$ cat src/rtl/pps_cap_pkg.sv
package pps_cap_pkg;

  localparam int NUM_CH = 2;

  typedef enum logic {
    SRC_EVT = 1'b0,
    SRC_PPS = 1'b1
  } ch1_src_e;

  function automatic int width_for(input int max_val);
    int w;
    w = 1;
    while ((1 << w) <= max_val) w++;
    return w;
  endfunction

endpackage

$ cat src/rtl/pps_divider.sv
module pps_divider #(
  parameter int DIV_W   = 24,
  parameter int DIV_MOD = 10_000_000
) (
  input  logic             clk,
  input  logic             rst,
  output logic [DIV_W-1:0] count,
  output logic             sec_tick
);

  localparam logic [DIV_W-1:0] LAST = DIV_W'(DIV_MOD - 1);

  logic [DIV_W-1:0] cnt_q;
  logic             tick_q;

  always_ff @(posedge clk) begin
    if (rst) begin
      cnt_q  <= '0;
      tick_q <= 1'b0;
    end else begin
      tick_q <= (cnt_q == LAST);
      if (cnt_q == LAST) cnt_q <= '0;
      else               cnt_q <= cnt_q + 1'b1;
    end
  end

  assign count    = cnt_q;
  assign sec_tick = tick_q;

endmodule

$ cat src/rtl/pps_sync_edge.sv
module pps_sync_edge #(
  parameter int STAGES = 3
) (
  input  logic clk,
  input  logic rst,
  input  logic async_in,
  output logic rise
);

  localparam int NS = (STAGES < 3) ? 3 : STAGES;

  logic          fall_q;
  logic [NS-1:1] tail_q;

  // First stage on the falling edge: a locked reference lands near the rising edge.
  always_ff @(negedge clk) begin
    if (rst) fall_q <= 1'b0;
    else     fall_q <= async_in;
  end

  always_ff @(posedge clk) begin
    if (rst) tail_q <= '0;
    else     tail_q <= {tail_q[NS-2:1], fall_q};
  end

  assign rise = tail_q[NS-2] & ~tail_q[NS-1];

endmodule

$ cat src/rtl/pps_chan.sv
module pps_chan #(
  parameter int DIV_W       = 24,
  parameter int DIV_MOD     = 10_000_000,
  parameter int LATCH_W     = 8,
  parameter int SYNC_STAGES = 3,
  parameter int STOP_GAP    = 1
) (
  input  logic               clk,
  input  logic               rst,
  input  logic               ref_in,
  input  logic [DIV_W-1:0]   count,
  input  logic               rd_ack,
  output logic [LATCH_W-1:0] ts,
  output logic               valid,
  output logic               ovr,
  output logic               start,
  output logic               stop,
  output logic               lead
);

  localparam int               GAP_W  = pps_cap_pkg::width_for(STOP_GAP);
  localparam logic [DIV_W-1:0] HALF_V = DIV_W'(DIV_MOD / 2);
  localparam logic [GAP_W-1:0] GAP_V  = GAP_W'(STOP_GAP);

  logic               rise;
  logic [GAP_W-1:0]   gap_q;
  logic               busy;
  logic [LATCH_W-1:0] ts_q;
  logic               valid_q, ovr_q, start_q, stop_q, lead_q;

  pps_sync_edge #(.STAGES(SYNC_STAGES)) u_sync (
    .clk      (clk),
    .rst      (rst),
    .async_in (ref_in),
    .rise     (rise)
  );

  assign busy = (gap_q != '0);

  // Start/stop pair for the fine converter, spaced STOP_GAP cycles.
  always_ff @(posedge clk) begin
    if (rst) begin
      gap_q   <= '0;
      start_q <= 1'b0;
      stop_q  <= 1'b0;
    end else begin
      start_q <= rise & ~busy;
      stop_q  <= busy && (gap_q == GAP_W'(1));
      if (rise && !busy) gap_q <= GAP_V;
      else if (busy)     gap_q <= gap_q - 1'b1;
    end
  end

  // Coarse timestamp, flags and early/late phase bit.
  always_ff @(posedge clk) begin
    if (rst) begin
      ts_q    <= '0;
      valid_q <= 1'b0;
      ovr_q   <= 1'b0;
      lead_q  <= 1'b0;
    end else if (rise) begin
      ts_q    <= count[LATCH_W-1:0];
      valid_q <= 1'b1;
      ovr_q   <= rd_ack ? 1'b0 : (ovr_q | valid_q);
      lead_q  <= (count >= HALF_V);
    end else if (rd_ack) begin
      valid_q <= 1'b0;
      ovr_q   <= 1'b0;
    end
  end

  assign ts    = ts_q;
  assign valid = valid_q;
  assign ovr   = ovr_q;
  assign start = start_q;
  assign stop  = stop_q;
  assign lead  = lead_q;

endmodule

$ cat src/rtl/pps_phase_front.sv
module pps_phase_front #(
  parameter int DIV_W       = 24,
  parameter int DIV_MOD     = 10_000_000,
  parameter int LATCH_W     = 8,
  parameter int SYNC_STAGES = 3,
  parameter int STOP_GAP    = 1
) (
  input  logic                                       clk,
  input  logic                                       rst,
  input  logic                                       pps_in,
  input  logic                                       evt_in,
  input  logic                                       ch1_use_pps,
  input  logic [pps_cap_pkg::NUM_CH-1:0]             rd_ack,
  output logic                                       loc_sec,
  output logic [pps_cap_pkg::NUM_CH*LATCH_W-1:0]     cap_ts,
  output logic [pps_cap_pkg::NUM_CH-1:0]             cap_valid,
  output logic [pps_cap_pkg::NUM_CH-1:0]             cap_ovr,
  output logic [pps_cap_pkg::NUM_CH-1:0]             tdc_start,
  output logic [pps_cap_pkg::NUM_CH-1:0]             tdc_stop,
  output logic [pps_cap_pkg::NUM_CH-1:0]             pd_lead
);

  import pps_cap_pkg::*;

  logic [DIV_W-1:0]  count;
  logic [NUM_CH-1:0] ref_vec;
  ch1_src_e          ch1_src;

  pps_divider #(.DIV_W(DIV_W), .DIV_MOD(DIV_MOD)) u_div (
    .clk      (clk),
    .rst      (rst),
    .count    (count),
    .sec_tick (loc_sec)
  );

  assign ch1_src    = ch1_src_e'(ch1_use_pps);
  assign ref_vec[0] = pps_in;
  assign ref_vec[1] = (ch1_src == SRC_PPS) ? pps_in : evt_in;

  for (genvar c = 0; c < NUM_CH; c++) begin : g_ch
    pps_chan #(
      .DIV_W       (DIV_W),
      .DIV_MOD     (DIV_MOD),
      .LATCH_W     (LATCH_W),
      .SYNC_STAGES (SYNC_STAGES),
      .STOP_GAP    (STOP_GAP)
    ) u_chan (
      .clk    (clk),
      .rst    (rst),
      .ref_in (ref_vec[c]),
      .count  (count),
      .rd_ack (rd_ack[c]),
      .ts     (cap_ts[c*LATCH_W +: LATCH_W]),
      .valid  (cap_valid[c]),
      .ovr    (cap_ovr[c]),
      .start  (tdc_start[c]),
      .stop   (tdc_stop[c]),
      .lead   (pd_lead[c])
    );
  end

endmodule

$ cat config.mk
export PLATFORM = sky130hd
export DESIGN_NAME = pps_phase_front
export DESIGN_NICKNAME = d
export VERILOG_FILES = /design/src/rtl/pps_cap_pkg.sv /design/src/rtl/pps_divider.sv /design/src/rtl/pps_sync_edge.sv /design/src/rtl/pps_chan.sv /design/src/rtl/pps_phase_front.sv
export SDC_FILE = /design/constraint.sdc
export NUM_CORES = 1
export LEC_CHECK = 0
export CAP_MARGIN = 20
export CORE_MARGIN = 1
export CORE_UTILIZATION = 62
export DETAILED_ROUTE_END_ITERATION = 12
export DONT_BUFFER_PORTS = 1
export GPL_ROUTABILITY_DRIVEN = 0
export PLACE_DENSITY = 0.76
export SYNTH_ARGS = -nofsm -noshare
export SYNTH_HDL_FRONTEND = slang
export SYNTH_SLANG_ARGS = --single-unit
$ cat constraint.sdc
create_clock -name clk -period 2.3 [get_ports clk]
set_input_delay 0.345 -clock clk [delete_from_list [all_inputs] [get_ports clk]]
set_output_delay 0.345 -clock clk [all_outputs]
set_load 0.005 [all_outputs]
# Word-level counts from Yosys, hierarchy flattened
# Cells that the tools add are included.
# totals
in_bits,7
out_inout_bits,27
elab_cells,55
mem_bits_rw,0
latch_bits,0
mem_count,0
regBits,59
mem_bits_ro,0
# op_classes
mul,0
mux,13
n_shift,0
div,0
bitwise_logic,10
n_reduce_logical,7
eq_ne,1
n_addsub,3
magnitude_cmp,1
# ops
cell,n
$add 24x1->24 const B,1
$eq 24x24->1 const B,1
$ge 24x23->1 const B,1
$mux 1,13
$and 1x1->1,4
$not 1->1,4
$reduce_bool 2->1,2
$logic_and 1x1->1,2
$logic_not 1->1,2
$or 1x1->1,2
$reduce_or 2->1,1
$sub 1x1->1 const B,2

# Logic depth before layout (Yosys ltp)
# Gate-level depths: netlist (run 1).
# logic_depth
word_depth,4
ltp_mapped,6
depth_no_buf,5

# Modules after synthesis
# A second synthesis (run 1) with hierarchy kept.
# hier_totals
hier_cells,255
area_unflattened_um2,2379.8
# modules_own_cells
module,seq_area_each_um2,area_per_inst_um2,cells_each,instances
pps_divider,500.5,1166.1,134,1
pps_chan,260.2,508.0,52,2
pps_sync_edge,60.1,91.3,8,2
pps_phase_front,0.0,15.0,1,1

==> results of run 1 <==
-- power by group through the flow --
stage	Sequential, uW	Combinational (uW)	Clock (uW)
floorplan	1030	52.6	8.17
global placement	1040	57.4	8.17
detailed placement	1040	60.0	8.17
CTS	1010	60.2	1040
global route	1010	66.1	1090
finish	1010	59.8	1020
-- critical path, delay by kind of cell (launching register included) --
family | cells | cell delay [ns]
simple gates | 3 | 1.35
fa+ha+maj | 1 | 0.24
compound gates | 1 | 0.14
flops | 1 | 0.33
-- Yosys cell counts, drive strengths merged (2+ instances only) --
cell    count
dfxtp      57
nand2      39
a21oi      33
nor2       20
buf        13
clkbuf     13
nor2b      10
nand3       9
or4         9
inv         7
nor3        6
o21ai       6
o31ai       6
or3         6
xnor2       6
nand4       5
xor2        5
nand2b      4
nor4        3
a211o       2
a311oi      2
and3        2
and4        2
ha          2
-- per-layer routing --
metal	track usage	part of all wire
met1	0.320	0.47
met2	0.344	0.46
met3	0.105	0.047
met4	0.162	0.026
met5	0	0
-- through the flow --
step	power [uW]	util
floorplan	1100	-
global placement	1100	0.639
detailed placement	1100	0.639
CTS	2110	0.698
global route	2170	0.698
finish	2100	0.698
-- cell type report --
type / count / area [um^2]
fillers: 292 / 1110
well taps: 48 / 60.1
clock buffers: 11 / 131
flip-flops and latches: 57 / 1140
repair buffers: 9 / 67.6
inverters: 6 / 22.5
multi-input cells: 184 / 1040
clock inverters: 7 / 87.6
-- cell families after synthesis --
group | Yosys count | share of synthesized area
buffers and inverters | 33 | 0.0727
AOI/OAI and AO/OA | 51 | 0.125
DFF | 57 | 0.484
xor gates and xnor gates | 11 | 0.0409
muxes | 1 | 0.00425
and+or+nand+nor | 119 | 0.263
adders and majority gates | 2 | 0.0106
-- final timing paths --
check | endpoint | slack, ns | startpoint
min | u_div.sec_tick | 0.07 | rst
max | u_div.count[16] | 0.17 | u_div.count[1]
max reg2reg | u_div.count[16] | 0.17 | u_div.count[1]
min reg2reg | g_ch[1].u_chan.start | 0.46 | g_ch[1].u_chan.start
==> impl_metrics.py, run 1 <==
metrics = {
    "yosys": {
        "synth.net_count": 283,
        "avgSynthCellArea_um2": 8.60,
        "yosys-top-cells-area": "dfxtp_1 (48%), a21oi_1 (7.0%), nand2_1 (6.2%)",
        "yosysTopAreaCellShare": 0.484,
        "yosys_warnings": 0,
        "yosys.area.top_type": "dfxtp_1",
        "ys_seq_area_frac": 0.484,
        "synth-seq-cells": 57,
        "synth-main-ff-cell": "dfxtp_1",
        "synth_cells": 274,
        "synth_edf_count": 0,
        "async_flop_share": 0,
        "ys_types": 35,
        "syn-cell-area_mm2": 0.00236,
    },
    "floorplan": {
        "die_h_um": 63.7,
        "initial_core_util": 0.644,
        "ios": 34,
        "rows": 22,
        "die_w_um": 63.7,
        "die_area_mm2": 0.00405,
        "core-area_mm2": 0.00366,
    },
    "sta": {
        "holdWs_ns": 0.0708,
        "tns_ns": 0,
        "fin_crit_ns": 2.13,
        "fin_crit_sh": 0.925,
        "slew_viol_final": 0,
        "max_freq_mhz": 470,
        "finalSetupViolCount": 0,
        "fin_worst_skew_ns": 0.0481,
        "slew_headroom": 0.478,
        "setup_slack_ns": 0.173,
        "worst_pin_slew_ns": 0.782,
        "timing.final.hold_violations": 0,
        "grt_setup_unrepaired": "no",
    },
    "setup_path": {
        "required_ns": 2.57,
        "ff2ff_path_depth": 5,
        "worstPathMaxFanout": 11,
        "crit_path_end_kind": "register",
        "path_cells": "ha_1 -> nand2_1 -> or4_1 -> or4_1 -> a21oi_1",
        "worst_path_most_repeated_cell": "or4_1",
        "crit_arrival_ns": 2.40,
        "startpoint_type": "register",
        "critical_path_class": "reg -> reg",
        "slowest_stage": "or4_1",
        "slowest_delay_ns": 0.70,
    },
    "clock_tree": {
        "cts_buffer_depth": 2,
        "cts_tree": "yes",
        "clock_sinks": 57,
        "cts_hold_buf": 0,
        "numCtsBuffers": 9,
        "clockRootBuffer": "clkbuf_8",
        "htree_levels": 3,
        "clock_latency_ns": 0.39,
        "clkSlewWorstSetupHoldPaths_ns": 0.06,
        "post-cts-setup-buffers": 0,
        "cts_resized": 0,
    },
    "power": {
        "netSwitchingFraction": 0.217,
        "p_clk_frac": 0.488,
        "p_leak_uw": 0.000877,
        "irDropWorstVdd_uv": 659,
        "combPwrFrac": 0.029,
        "switchingPower_uw": 455,
        "p_int_uw": 1640,
        "p_per_area_mw_per_mm2": 820,
        "pwr-share-seq": 0.484,
    },
    "placed_design": {
        "dp.final_hpwl_mm": 3.06,
        "dp_cells": 305,
        "place_ws_ns": 0.200,
        "dpl_cell_area_mm2": 0.00234,
        "port_buffers": 0,
    },
    "run": {
        "drv_cap": 0,
    },
    "global_route": {
        "antenna_found_initial": 0,
        "grt_max_degree": 36,
        "track_usage": 0.252,
        "grt_pass1_vias": 1656,
        "gr-total-overflow": 0,
        "grt_first_pass_wirelength_mm": 7.64,
    },
    "layout": {
        "nNetsFinal": 278,
        "final_common_cell": "dfxtp_1",
        "final_cell_mix": "dfxtp_1 (57), nand2_1 (39), a21oi_1 (33)",
        "largest_reg_flops": 24,
        "final_cells": 322,
        "drive_above_1_share": 0.0949,
        "fin_area_mm2": 0.00255,
        "syn_to_final_growth_pct": 8.39,
        "n_antenna_cell": 0,
    },
    "worst_hold_path": {
        "hp-class": "in -> reg",
        "holdPathStages": 1,
    },
    "route": {
        "drtIter0Drc": 169,
        "totalWireLength_mm": 4.59,
        "drc": 0,
        "postRouteAntennaNets": 0,
        "firstDrtPassIters": 5,
        "vias": 1864,
        "wl_per_cell_um": 14.2,
        "via_per_inst": 5.79,
    },
    "status": {
        "status": "complete, no violations",
    },
}
(Power assumes the default switching activity.)
==> run 2: changes to the inputs <==
Settings changed: PLACE_DENSITY 0.76 to 0.85.
==> impl_metrics.py, run 2 (same netlist as run 1, synthesis figures left out) <==
metrics = {
    "clock_tree": {
        "cts_resized": 0,
        "cts_tree": "yes",
        "cts_buffer_depth": 2,
        "clock_latency_ns": 0.38,
        "clock_sinks": 57,
        "clkSlewWorstSetupHoldPaths_ns": 0.07,
        "post-cts-setup-buffers": 0,
        "numCtsBuffers": 9,
        "clockRootBuffer": "clkbuf_8",
        "htree_levels": 3,
        "cts_hold_buf": 0,
    },
    "sta": {
        "tns_ns": 0,
        "worst_pin_slew_ns": 0.808,
        "slew_headroom": 0.460,
        "fin_crit_sh": 0.930,
        "finalSetupViolCount": 0,
        "slew_viol_final": 0,
        "max_freq_mhz": 468,
        "fin_crit_ns": 2.14,
        "fin_worst_skew_ns": 0.0428,
        "holdWs_ns": 0.0753,
        "timing.final.hold_violations": 0,
        "grt_setup_unrepaired": "no",
    },
    "floorplan": {
        "rows": 22,
        "initial_core_util": 0.644,
        "die_h_um": 63.7,
        "core-area_mm2": 0.00366,
        "ios": 34,
        "die_w_um": 63.7,
        "die_area_mm2": 0.00405,
    },
    "setup_path": {
        "required_ns": 2.57,
        "startpoint_type": "register",
        "critical_path_class": "reg -> reg",
        "worstPathMaxFanout": 11,
        "crit_arrival_ns": 2.41,
        "crit_path_end_kind": "register",
    },
    "layout": {
        "final_cell_mix": "dfxtp_1 (57), nand2_1 (39), a21oi_1 (33)",
        "final_common_cell": "dfxtp_1",
        "largest_reg_flops": 24,
        "drive_above_1_share": 0.0919,
        "syn_to_final_growth_pct": 8.12,
        "nNetsFinal": 276,
        "n_antenna_cell": 0,
    },
    "placed_design": {
        "port_buffers": 0,
        "dp.final_hpwl_mm": 3.16,
    },
    "global_route": {
        "grt_pass1_vias": 1799,
        "antenna_found_initial": 0,
        "grt_first_pass_wirelength_mm": 7.85,
        "track_usage": 0.255,
        "grt_max_degree": 36,
        "gr-total-overflow": 0,
    },
    "power": {
        "p_leak_uw": 0.000880,
        "irDropWorstVdd_uv": 861,
        "p_per_area_mw_per_mm2": 830,
    },
    "route": {
        "postRouteAntennaNets": 0,
        "totalWireLength_mm": 4.68,
        "vias": 1858,
        "drc": 0,
        "wl_per_cell_um": 14.6,
        "via_per_inst": 5.81,
        "drtIter0Drc": 146,
        "firstDrtPassIters": 4,
    },
    "status": {
        "status": "complete, no violations",
    },
    "run": {
        "drv_cap": 0,
    },
    "worst_hold_path": {
        "hp-class": "in -> reg",
    },
}
==> run 2: cell types whose count changed in the layout (fill, tap and decap cells not counted) <==
cell and delta:
buf_4 -2, clkbuf_1 -1, clkbuf_8 +1, clkinv_2 +1, clkinv_4 +1, clkinvlp_4 -2
==> run 2: cell type report <==
cell class                      count  area [um^2]
Inverter                            6         22.5
Timing Repair Buffer                7         52.6
Multi-Input combinational cell    184         1040
Fill cell                         281         1110
Tap cell                           48         60.1
Clock buffer                       11          141
Clock inverter                      7         86.3
Sequential cell                    57         1140
==> run 2: metal layers <==
layer  track usage  wire (um)  share of wire
met1         0.293       2010           0.43
met2         0.423       2350           0.50
met3         0.107        261          0.056
met4        0.0881         56          0.012
met5             0          0              0
==> run 2: critical path, stage by stage, from the launching register on <==
cell     delay (ns)
dfxtp_1        0.34
ha_1           0.26
nand2_1        0.11
or4_1          0.69
or4_1          0.52
a21oi_1        0.15
==> run 2: worst paths after layout <==
path	from	endpoint	slack, ns	cells after the start
max	u_div.count[0]	u_div.count[16]	0.16	5
min	rd_ack[1]	g_ch[1].u_chan.ovr	0.08	1
max reg2reg	u_div.count[0]	u_div.count[16]	0.16	5
min reg2reg	g_ch[1].u_chan.ts[3]	g_ch[1].u_chan.ts[3]	0.47	2
==> run 2: report_power, final <==
group | switching, uW | total, uW | internal (uW)
clock network | 401 | 1040 | 642
registers | 11.0 | 1010 | 1000
logic | 34.9 | 57.9 | 23.0
==> run 2: stage by stage <==
stage | util | std cells | total power (uW) | worst slack (ns) | cell area (um^2)
6_report | 0.696 | 320 | 2120 | 0.161 | 2550
5_1_grt | 0.696 | 320 | 2190 | 0.0100 | 2550
4_1_cts | 0.696 | 320 | 2140 | 0.160 | 2550
3_5_place_dp | 0.635 | 303 | 1100 | 0.206 | 2320
3_3_place_gp | 0.635 | 303 | 1100 | 0.254 | 2320
2_1_floorplan | - | 274 | 1100 | 0.116 | 2360
